===== config.mk =====
export PLATFORM = sky130hd
export DESIGN_NAME = split_addr_seq
export DESIGN_NICKNAME = d
export VERILOG_FILES = /design/src/rtl/sas_pkg.sv /design/src/rtl/sas_regs.sv /design/src/rtl/sas_line_ctrl.sv /design/src/rtl/sas_addr_acc.sv /design/src/rtl/split_addr_seq.sv
export SDC_FILE = /design/constraint.sdc
export NUM_CORES = 1
export LEC_CHECK = 0
export BUFFER_PORTS_ARGS = -buffer_cell sky130_fd_sc_hd__buf_4
export CAP_MARGIN = 5
export CORE_MARGIN = 10
export CORE_UTILIZATION = 45
export CTS_BUF_LIST = sky130_fd_sc_hd__clkbuf_4
export CTS_CLUSTER_SIZE = 24
export DETAILED_ROUTE_END_ITERATION = 6
export PLACE_DENSITY = 0.6
export SLEW_MARGIN = 10
export SYNTH_ARGS = -nofsm -noshare
export SYNTH_HDL_FRONTEND = slang
export SYNTH_SLANG_ARGS = --single-unit
export TNS_END_PERCENT = 1

===== constraint.sdc =====
create_clock -name clk -period 5.91 [get_ports clk]
set_input_delay 0.591 -clock clk [delete_from_list [all_inputs] [get_ports clk]]
set_output_delay 0.591 -clock clk [all_outputs]
set_load 0.02 [all_outputs]

===== src/rtl/sas_pkg.sv =====
package sas_pkg;
  localparam int ADDR_W  = 16;
  localparam int CNT_W   = 10;
  localparam int PITCH_W = 8;
  localparam int DATA_W  = 8;
  localparam int RIDX_W  = 4;
  localparam int LANES   = 2;
  localparam int IDX_W   = CNT_W + 1;
  localparam int DUAL_BIT = 7;

  localparam logic [RIDX_W-1:0] IDX_B1_LO  = 4'h6;
  localparam logic [RIDX_W-1:0] IDX_B1_HI  = 4'h7;
  localparam logic [RIDX_W-1:0] IDX_B2_LO  = 4'h8;
  localparam logic [RIDX_W-1:0] IDX_B2_HI  = 4'h9;
  localparam logic [RIDX_W-1:0] IDX_TOP_LO = 4'hA;
  localparam logic [RIDX_W-1:0] IDX_TOP_HI = 4'hB;
  localparam logic [RIDX_W-1:0] IDX_PITCH  = 4'hC;
  localparam logic [RIDX_W-1:0] IDX_HT_LO  = 4'hD;
  localparam logic [RIDX_W-1:0] IDX_HT_HI  = 4'hE;

  typedef struct packed {
    logic [ADDR_W-1:0]  first_base;
    logic [ADDR_W-1:0]  second_base;
    logic [CNT_W-1:0]   top_lines;
    logic [CNT_W-1:0]   panel_h;
    logic [PITCH_W-1:0] pitch;
    logic               dual;
  } seq_cfg_t;
endpackage


===== src/rtl/sas_regs.sv =====
module sas_regs
  import sas_pkg::*;
(
  input  logic                clk,
  input  logic                rst_n,
  input  logic                reg_we,
  input  logic [RIDX_W-1:0]   reg_idx,
  input  logic [DATA_W-1:0]   reg_wdata,
  output logic [DATA_W-1:0]   reg_rdata,
  input  logic                frame_start,
  output logic [ADDR_W-1:0]   live_first,
  output logic [ADDR_W-1:0]   live_second,
  output logic [CNT_W-1:0]    live_panel_h,
  output logic                live_dual,
  output logic [ADDR_W-1:0]   sh_second,
  output logic [CNT_W-1:0]    sh_top_lines,
  output logic [CNT_W-1:0]    sh_panel_h,
  output logic [PITCH_W-1:0]  sh_pitch,
  output logic                sh_dual
);
  localparam int HI_W = CNT_W - DATA_W;

  seq_cfg_t live_q, live_d;
  seq_cfg_t shad_q, shad_d;

  // Write decode into live copies
  always_comb begin
    live_d = live_q;
    if (reg_we) begin
      case (reg_idx)
        IDX_B1_LO:  live_d.first_base[DATA_W-1:0]         = reg_wdata;
        IDX_B1_HI:  live_d.first_base[ADDR_W-1:DATA_W]    = reg_wdata;
        IDX_B2_LO:  live_d.second_base[DATA_W-1:0]        = reg_wdata;
        IDX_B2_HI:  live_d.second_base[ADDR_W-1:DATA_W]   = reg_wdata;
        IDX_TOP_LO: live_d.top_lines[DATA_W-1:0]          = reg_wdata;
        IDX_TOP_HI: live_d.top_lines[CNT_W-1:DATA_W]      = reg_wdata[HI_W-1:0];
        IDX_PITCH:  live_d.pitch                          = reg_wdata;
        IDX_HT_LO:  live_d.panel_h[DATA_W-1:0]            = reg_wdata;
        IDX_HT_HI: begin
          live_d.panel_h[CNT_W-1:DATA_W] = reg_wdata[HI_W-1:0];
          live_d.dual                    = reg_wdata[DUAL_BIT];
        end
        default: ;
      endcase
    end
  end

  // Shadow copies follow the live copies only at a frame boundary
  always_comb begin
    shad_d = shad_q;
    if (frame_start) begin
      shad_d = live_q;
    end
  end

  always_ff @(posedge clk or negedge rst_n) begin
    if (!rst_n) begin
      live_q <= '0;
      shad_q <= '0;
    end else begin
      live_q <= live_d;
      shad_q <= shad_d;
    end
  end

  // Read mux, unused bits and indices return zero
  always_comb begin
    reg_rdata = '0;
    case (reg_idx)
      IDX_B1_LO:  reg_rdata = live_q.first_base[DATA_W-1:0];
      IDX_B1_HI:  reg_rdata = live_q.first_base[ADDR_W-1:DATA_W];
      IDX_B2_LO:  reg_rdata = live_q.second_base[DATA_W-1:0];
      IDX_B2_HI:  reg_rdata = live_q.second_base[ADDR_W-1:DATA_W];
      IDX_TOP_LO: reg_rdata = live_q.top_lines[DATA_W-1:0];
      IDX_TOP_HI: reg_rdata = {{(DATA_W-HI_W){1'b0}}, live_q.top_lines[CNT_W-1:DATA_W]};
      IDX_PITCH:  reg_rdata = live_q.pitch;
      IDX_HT_LO:  reg_rdata = live_q.panel_h[DATA_W-1:0];
      IDX_HT_HI:  reg_rdata = {live_q.dual, {(DATA_W-HI_W-1){1'b0}},
                               live_q.panel_h[CNT_W-1:DATA_W]};
      default:    reg_rdata = '0;
    endcase
  end

  assign live_first   = live_q.first_base;
  assign live_second  = live_q.second_base;
  assign live_panel_h = live_q.panel_h;
  assign live_dual    = live_q.dual;
  assign sh_second    = shad_q.second_base;
  assign sh_top_lines = shad_q.top_lines;
  assign sh_panel_h   = shad_q.panel_h;
  assign sh_pitch     = shad_q.pitch;
  assign sh_dual      = shad_q.dual;

  AST_SHADOW_FROZEN: assert property (@(posedge clk) disable iff (!rst_n)
    !frame_start |=> $stable(shad_q));
  AST_SHADOW_CAPTURE: assert property (@(posedge clk) disable iff (!rst_n)
    frame_start |=> (sh_top_lines == $past(live_q.top_lines)));
  AST_TOP_HI_PAD: assert property (@(posedge clk) disable iff (!rst_n)
    (reg_idx == IDX_TOP_HI) |-> (reg_rdata[DATA_W-1:HI_W] == '0));
endmodule


===== src/rtl/sas_line_ctrl.sv =====
module sas_line_ctrl
  import sas_pkg::*;
(
  input  logic             clk,
  input  logic             rst_n,
  input  logic             frame_start,
  input  logic             line_strobe,
  input  logic [CNT_W-1:0] live_panel_h,
  input  logic             live_dual,
  input  logic [CNT_W-1:0] sh_top_lines,
  input  logic [CNT_W-1:0] sh_panel_h,
  input  logic             sh_dual,
  output logic             line_valid,
  output logic             img_second,
  output logic             advance,
  output logic             switch_now
);
  logic [IDX_W-1:0] idx_q, idx_d;
  logic             valid_q, valid_d;
  logic             sel_q, sel_d;
  logic [IDX_W-1:0] idx_inc;
  logic [IDX_W-1:0] act_sh;
  logic [IDX_W-1:0] act_live;
  logic [IDX_W-1:0] switch_line;

  function automatic logic [IDX_W-1:0] active_lines(input logic [CNT_W-1:0] h,
                                                    input logic d);
    if (d) return {2'b00, h[CNT_W-1:1]};
    return {1'b0, h};
  endfunction

  assign act_sh      = active_lines(sh_panel_h, sh_dual);
  assign act_live    = active_lines(live_panel_h, live_dual);
  assign idx_inc     = idx_q + IDX_W'(1);
  assign switch_line = {1'b0, sh_top_lines} + IDX_W'(1);

  always_comb begin
    idx_d      = idx_q;
    valid_d    = valid_q;
    sel_d      = sel_q;
    advance    = 1'b0;
    switch_now = 1'b0;
    if (frame_start) begin
      idx_d   = '0;
      valid_d = (act_live != '0);
      sel_d   = 1'b0;
    end else if (line_strobe && valid_q) begin
      idx_d = idx_inc;
      if (idx_inc >= act_sh) begin
        valid_d = 1'b0;
      end else begin
        advance = 1'b1;
        if (!sh_dual && (idx_inc == switch_line)) begin
          switch_now = 1'b1;
          sel_d      = 1'b1;
        end
      end
    end
  end

  always_ff @(posedge clk or negedge rst_n) begin
    if (!rst_n) begin
      idx_q   <= '0;
      valid_q <= 1'b0;
      sel_q   <= 1'b0;
    end else begin
      idx_q   <= idx_d;
      valid_q <= valid_d;
      sel_q   <= sel_d;
    end
  end

  assign line_valid = valid_q;
  assign img_second = sel_q;

  AST_IDX_BOUND: assert property (@(posedge clk) disable iff (!rst_n)
    idx_q <= act_sh);
  AST_SWITCH_AT_LINE: assert property (@(posedge clk) disable iff (!rst_n)
    $rose(sel_q) |-> (idx_q == switch_line));
  AST_DUAL_NO_SWITCH: assert property (@(posedge clk) disable iff (!rst_n)
    sh_dual |-> !switch_now);
  AST_SEL_STICKY: assert property (@(posedge clk) disable iff (!rst_n)
    (sel_q && !frame_start) |=> sel_q);
  AST_FRAME_WINS: assert property (@(posedge clk) disable iff (!rst_n)
    frame_start |=> (idx_q == '0 && !sel_q));
  AST_INVALID_STAYS: assert property (@(posedge clk) disable iff (!rst_n)
    (!valid_q && !frame_start) |=> !valid_q);
endmodule


===== src/rtl/sas_addr_acc.sv =====
module sas_addr_acc #(
  parameter int W      = 16,
  parameter int STEP_W = 8
) (
  input  logic              clk,
  input  logic              rst_n,
  input  logic              load,
  input  logic [W-1:0]      load_val,
  input  logic              add,
  input  logic [STEP_W-1:0] step,
  output logic [W-1:0]      acc
);
  logic [W-1:0] acc_q, acc_d;

  always_comb begin
    acc_d = acc_q;
    if (load) begin
      acc_d = load_val;
    end else if (add) begin
      acc_d = acc_q + W'(step);
    end
  end

  always_ff @(posedge clk or negedge rst_n) begin
    if (!rst_n) begin
      acc_q <= '0;
    end else begin
      acc_q <= acc_d;
    end
  end

  assign acc = acc_q;

  AST_LOAD_TAKES: assert property (@(posedge clk) disable iff (!rst_n)
    load |=> (acc_q == $past(load_val)));
  AST_IDLE_HOLD: assert property (@(posedge clk) disable iff (!rst_n)
    (!load && !add) |=> $stable(acc_q));
endmodule


===== src/rtl/split_addr_seq.sv =====
module split_addr_seq
  import sas_pkg::*;
(
  input  logic               clk,
  input  logic               rst_n,
  input  logic               reg_we,
  input  logic [RIDX_W-1:0]  reg_idx,
  input  logic [DATA_W-1:0]  reg_wdata,
  output logic [DATA_W-1:0]  reg_rdata,
  input  logic               frame_start,
  input  logic               line_strobe,
  output logic [ADDR_W-1:0]  row_addr_a,
  output logic [ADDR_W-1:0]  row_addr_b,
  output logic               row_valid,
  output logic               img_second
);
  logic rst_meta_n, rst_sync_n;

  always_ff @(posedge clk or negedge rst_n) begin
    if (!rst_n) begin
      rst_meta_n <= 1'b0;
      rst_sync_n <= 1'b0;
    end else begin
      rst_meta_n <= 1'b1;
      rst_sync_n <= rst_meta_n;
    end
  end

  logic [ADDR_W-1:0]  live_first, live_second, sh_second;
  logic [CNT_W-1:0]   live_panel_h, sh_top_lines, sh_panel_h;
  logic [PITCH_W-1:0] sh_pitch;
  logic               live_dual, sh_dual;
  logic               advance, switch_now;

  sas_regs u_regs (
    .clk          (clk),
    .rst_n        (rst_sync_n),
    .reg_we       (reg_we),
    .reg_idx      (reg_idx),
    .reg_wdata    (reg_wdata),
    .reg_rdata    (reg_rdata),
    .frame_start  (frame_start),
    .live_first   (live_first),
    .live_second  (live_second),
    .live_panel_h (live_panel_h),
    .live_dual    (live_dual),
    .sh_second    (sh_second),
    .sh_top_lines (sh_top_lines),
    .sh_panel_h   (sh_panel_h),
    .sh_pitch     (sh_pitch),
    .sh_dual      (sh_dual)
  );

  sas_line_ctrl u_ctrl (
    .clk          (clk),
    .rst_n        (rst_sync_n),
    .frame_start  (frame_start),
    .line_strobe  (line_strobe),
    .live_panel_h (live_panel_h),
    .live_dual    (live_dual),
    .sh_top_lines (sh_top_lines),
    .sh_panel_h   (sh_panel_h),
    .sh_dual      (sh_dual),
    .line_valid   (row_valid),
    .img_second   (img_second),
    .advance      (advance),
    .switch_now   (switch_now)
  );

  // Lane 0 feeds the single panel or upper half, lane 1 the lower half
  logic [LANES-1:0]  lane_load, lane_add;
  logic [ADDR_W-1:0] lane_val [LANES];
  logic [ADDR_W-1:0] lane_acc [LANES];

  always_comb begin
    lane_load[0] = frame_start | switch_now;
    lane_val[0]  = frame_start ? live_first : sh_second;
    lane_add[0]  = advance & ~switch_now;
    lane_load[1] = frame_start;
    lane_val[1]  = live_second;
    lane_add[1]  = advance;
  end

  for (genvar g = 0; g < LANES; g++) begin : g_lane
    sas_addr_acc #(.W(ADDR_W), .STEP_W(PITCH_W)) u_acc (
      .clk      (clk),
      .rst_n    (rst_sync_n),
      .load     (lane_load[g]),
      .load_val (lane_val[g]),
      .add      (lane_add[g]),
      .step     (sh_pitch),
      .acc      (lane_acc[g])
    );
  end

  assign row_addr_a = lane_acc[0];
  assign row_addr_b = lane_acc[1];

  AST_STEP_BY_PITCH: assert property (@(posedge clk) disable iff (!rst_sync_n)
    (line_strobe && row_valid && !frame_start && !img_second && row_valid)
      |=> (!row_valid || img_second || row_addr_a == $past(row_addr_a) + ADDR_W'(sh_pitch)));
  AST_SWITCH_BASE: assert property (@(posedge clk) disable iff (!rst_sync_n)
    $rose(img_second) |-> (row_addr_a == sh_second));
  AST_FRAME_BASES: assert property (@(posedge clk) disable iff (!rst_sync_n)
    frame_start |=> (row_addr_a == $past(live_first) && row_addr_b == $past(live_second)));
endmodule


==> results by stage <==
Status:
- The flow ran to the end, and the final reports show no timing, DRC or antenna violations.

Synthesis:
- The commonest register cell after synthesis is dfrtp_1.
- Synthesis produced 811 cells.
- The post-synthesis register bit count is 153.
- The number of different library cells used by synthesis comes to 74.
- The fraction of registers with async set or reset after synthesis is 100%.
- The net count of the mapped netlist is 858.
- The mean area per synthesized cell is 10.4 um2.
- The portion of the post-synthesis area used by sequential elements is 45.3%.
- The synthesized netlist occupies a cell area of 8450 um2.
- Counting flops with a built-in enable in the synthesized netlist gives 0.
- For this run, the number of Yosys warnings is 0.

Power and ir drop:
- For this design the static power due to leakage is 4.15 nW.
- The power spent charging and discharging nets is 1.38 mW.
- The proportion of power drawn by flip-flops and latches is 45.7%.
- The internal power consumption is 2.15 mW.
- The portion of total power attributed to the clock network is 18.7%.
- In this run, the combinational gates consume 35.7% of the power.
- Net switching is 39.1% of the power.
- The peak ir drop on the vdd network is 0.000164 V.
- In this run the power density over the cells is 376 nW/um2.

Global routing:
- Entering global routing, the biggest net connects 79 pins.
- The first-pass GRT wire length is 36.6 mm.
- The overflow left after global routing is 0.
- The number of global-route vias before repair was 6460.
- The number of antenna violations at the first check in global routing is 1.
- Global routing used 19.1% of the available tracks across all layers.

Critical path:
- The required time reported for the critical path endpoint is 6.42 ns.
- The worst setup path startpoint is u_ctrl.idx_q[0].
- The endpoint of the worst-slack reg-to-reg timing path is g_lane[0].u_acc.acc[12].
- The slowest cell on the critical path is nor2_1.
- The worst-case register-to-register setup slack is 1.77 ns.
- The arrival time of the worst setup path is 4.65 ns.
- The maximum fanout along the worst path is 12.
- Among the stages of the critical path, the cell type that occurs most often is ha_1.
- The element type at the critical path start is a flop.
- The endpoint of the worst setup timing path is g_lane[0].u_acc.acc[12].
- The worst setup path is captured at a flop.
- Walking the worst path, the cells encountered are ha_1, nand3_1, xnor2_1, ha_1, a21o_1, a211o_1, a41oi_1, o21ai_0, nor2_1, o211ai_2, nand2_1, o311a_1.
- The setup path with the least slack is of type flop to flop.
- Counting cells, the worst reg-to-reg path comes to 12.
- In this design, the stage delay of the slowest critical-path cell is 0.84 ns.
- In this run the critical register-to-register path is launched from u_ctrl.idx_q[0].

Placed design:
- The final estimated routing congestion in global placement is 0.892.
- In this run, placement finished with an instance count of 1073.
- The HPWL after detailed placement is 17.0 mm.
- Prior to clock tree synthesis, the placed netlist has a worst setup slack of 1.88 ns.
- The post-detailed-placement cell area is 9070 um2.
- The number of port buffers is 58.

CTS:
- After clock tree synthesis, the clock-pin slew on the worst setup and hold paths is 0.14 ns.
- The clock drives 153 sinks.
- The maximum level of the CTS H-tree is 4.
- The TritonCTS clock tree is done.
- The insertion delay to the later sink of the worst-skew pair is 0.57 ns.
- Once the clock tree was built, the setup fixing pass inserted 0 buffers.
- The maximum clock path buffer count is 2.
- The clock tree root buffer cell is clkbuf_4.
- The number of buffers created by CTS is 17.

Layout:
- The final instance area is 9360 um2.
- The post-route netlist has 22.9% of its cells at a drive strength greater than 1.
- The number of fillers in the final layout is 1743.
- The non-filler instance count after layout is 1107.
- The library cell used most frequently in the layout, excluding fill and tap cells, is dfrtp_1.
- In the final design database the tool counted 906 nets.
- Cells fill 50.4% of the core in the end.
- The layout overhead on the synthesized area is 10.8%.
- In the layout the commonest cells are 152 x dfrtp_1, 92 x mux2_2, 80 x nand2_1.

Run:
- The tool flagged a number of max-cap violations equal to 0.

Floorplanning:
- The horizontal die dimension is 157 um.
- The height of the die is 157 um.
- The core region is 18600 um2.
- For this design the top-level I/O count stands at 59.
- The floorplan has 50 rows.
- The effective utilization at floorplan is 45.5%.
- The die covers 24700 um2.

Detailed routing:
- The routed layout has 6606 vias.
- The detailed-route DRC error count is 0.
- The number of detailed-route iterations in the first pass is 5.
- The wire length reported by the detailed router is 23.0 mm.
- The routed length per instance is 20.7 um.
- In this run the remaining antenna-violating nets after routing total 0.
- The first routing iteration left 510 violations.
- After detailed routing, the number of vias per cell comes to 5.97.

Hold path:
- The path class of the lowest-slack min-delay path is primary input to flop.
- The worst hold path cell count is 2.

STA:
- The final number of max-transition violations is 0.
- For the pin with the worst max-slew slack, the measured transition is 1.05 ns.
- The final clock skew is 0.0225 ns.
- The worst slew margin relative to its limit is 29.9%.
- Setup repair after global routing left no endpoint under its margin.
- Setup violations remaining at the end of the flow were counted as 0.
- The smallest setup slack after layout is 1.77 ns.
- The hold violation count in the final report is 0.
- The part of the cycle the worst path needs is 70.0%.
- The total negative slack is 0 ns.
- The highest attainable clock frequency is 0.242 GHz.
- The final critical path time including I/O delays and setup is 4.14 ns.
## worst min-delay path by stage
stage                            start                   end  slack, ns
final                     reg_wdata[3]  u_regs.live_first[3]       0.32
after global routing             rst_n            rst_sync_n       0.27
after CTS                        rst_n            rst_sync_n       0.28
after detailed placement    rst_meta_n            rst_sync_n       0.34
after global placement      rst_meta_n            rst_sync_n       0.34
after floorplan                  rst_n            rst_meta_n       0.30
## area by class of cell
cell class | instances | area (um2) | share of cell area (%)
Multi-Input combinational cell | 591 | 4350 | 46.5
Sequential cell | 153 | 3830 | 40.9
Timing Repair Buffer | 63 | 475 | 5.08
Tap cell | 234 | 293 | 3.13
Clock inverter | 14 | 146 | 1.56
Clock buffer | 18 | 135 | 1.44
Inverter | 33 | 124 | 1.32
Antenna cell | 1 | 2.50 | 0.0267
## cells in the mapped netlist, types with 14 or more instances
cell type / count / area (um2)
dfrtp_1: 153 / 3830
mux2_2: 92 / 1040
nand2_1: 80 / 300
o21ai_0: 62 / 310
nor2_1: 37 / 139
inv_1: 32 / 120
ha_1: 28 / 350
clkbuf_1: 27 / 101
xnor2_1: 27 / 236
a21oi_1: 26 / 130
mux2i_1: 26 / 260
nand3_1: 22 / 110
nor2b_1: 15 / 93.8
nor3_1: 14 / 70.1
## what timing repair did
item                                   CTS  global route
setup endpoints to repair                0             0
hold buffers                             1             0
gates resized for setup                  0             0
endpoints found under the hold margin    2             0
## cell families after synthesis
family          after synthesis  synth area share [%]
xor+xnor                     39                  4.13
mux                         120                  15.7
simple gates                233                  13.9
buf+inv                      67                  3.17
other cells                   1                0.0444
flops                       153                  45.3
compound gates              168                  13.1
fa+ha+maj                    30                  4.62
## power groups by stage
stage          registers [mW]  clock network, mW  logic (mW)
6_report                 1.61              0.657        1.26
5_1_grt                  1.64              0.713        1.40
4_1_cts                  1.60              0.670        1.26
3_5_place_dp             1.63                  0        1.25
3_3_place_gp             1.62                  0        1.22
2_1_floorplan            1.59                  0       0.814
## worst max-delay path: cells and delay by family (launching register included)
| kind | cells | cell delay, ns |
|---|---|---|
| XOR/XNOR | 1 | 0.27 |
| AND/OR/NAND/NOR | 3 | 1.30 |
| AO/OA/AOI/OAI | 6 | 1.33 |
| flip-flops | 1 | 0.52 |
| adder cells (fa/ha/maj) | 2 | 0.64 |
## registers in the layout, indices dropped and copies added (netlist names), 10 cells and up
signal and count:
u_regs.sh_second 16, g_lane.u_acc.acc 32, u_regs.live_first 16, u_regs.live_q 18, u_ctrl.idx_q 11, u_regs.sh_panel_h 10
u_regs.live_second 16, u_regs.live_panel_h 10, u_regs.sh_top_lines 10
## routing by layer
layer / up-vias / GRT usage (%) / part of all wire [%] / wire length (um)
li1: 3044 / - / - / -
met1: 3304 / 27.4 / 48 / 11100
met2: 229 / 28.1 / 44 / 10200
met3: 29 / 3.82 / 5.6 / 1290
met4: 0 / 6.23 / 1.7 / 393
met5: - / 0 / 0 / 0
## metrics by stage
| stage | hold slack [ns] | power [mW] |
|---|---|---|
| detailed placement | 0.340 | 2.88 |
| global placement | 0.336 | 2.84 |
| floorplan | 0.295 | 2.40 |
| global route | 0.268 | 3.75 |
| finish | 0.315 | 3.52 |
| CTS | 0.278 | 3.54 |
(Power assumes the default switching activity.)
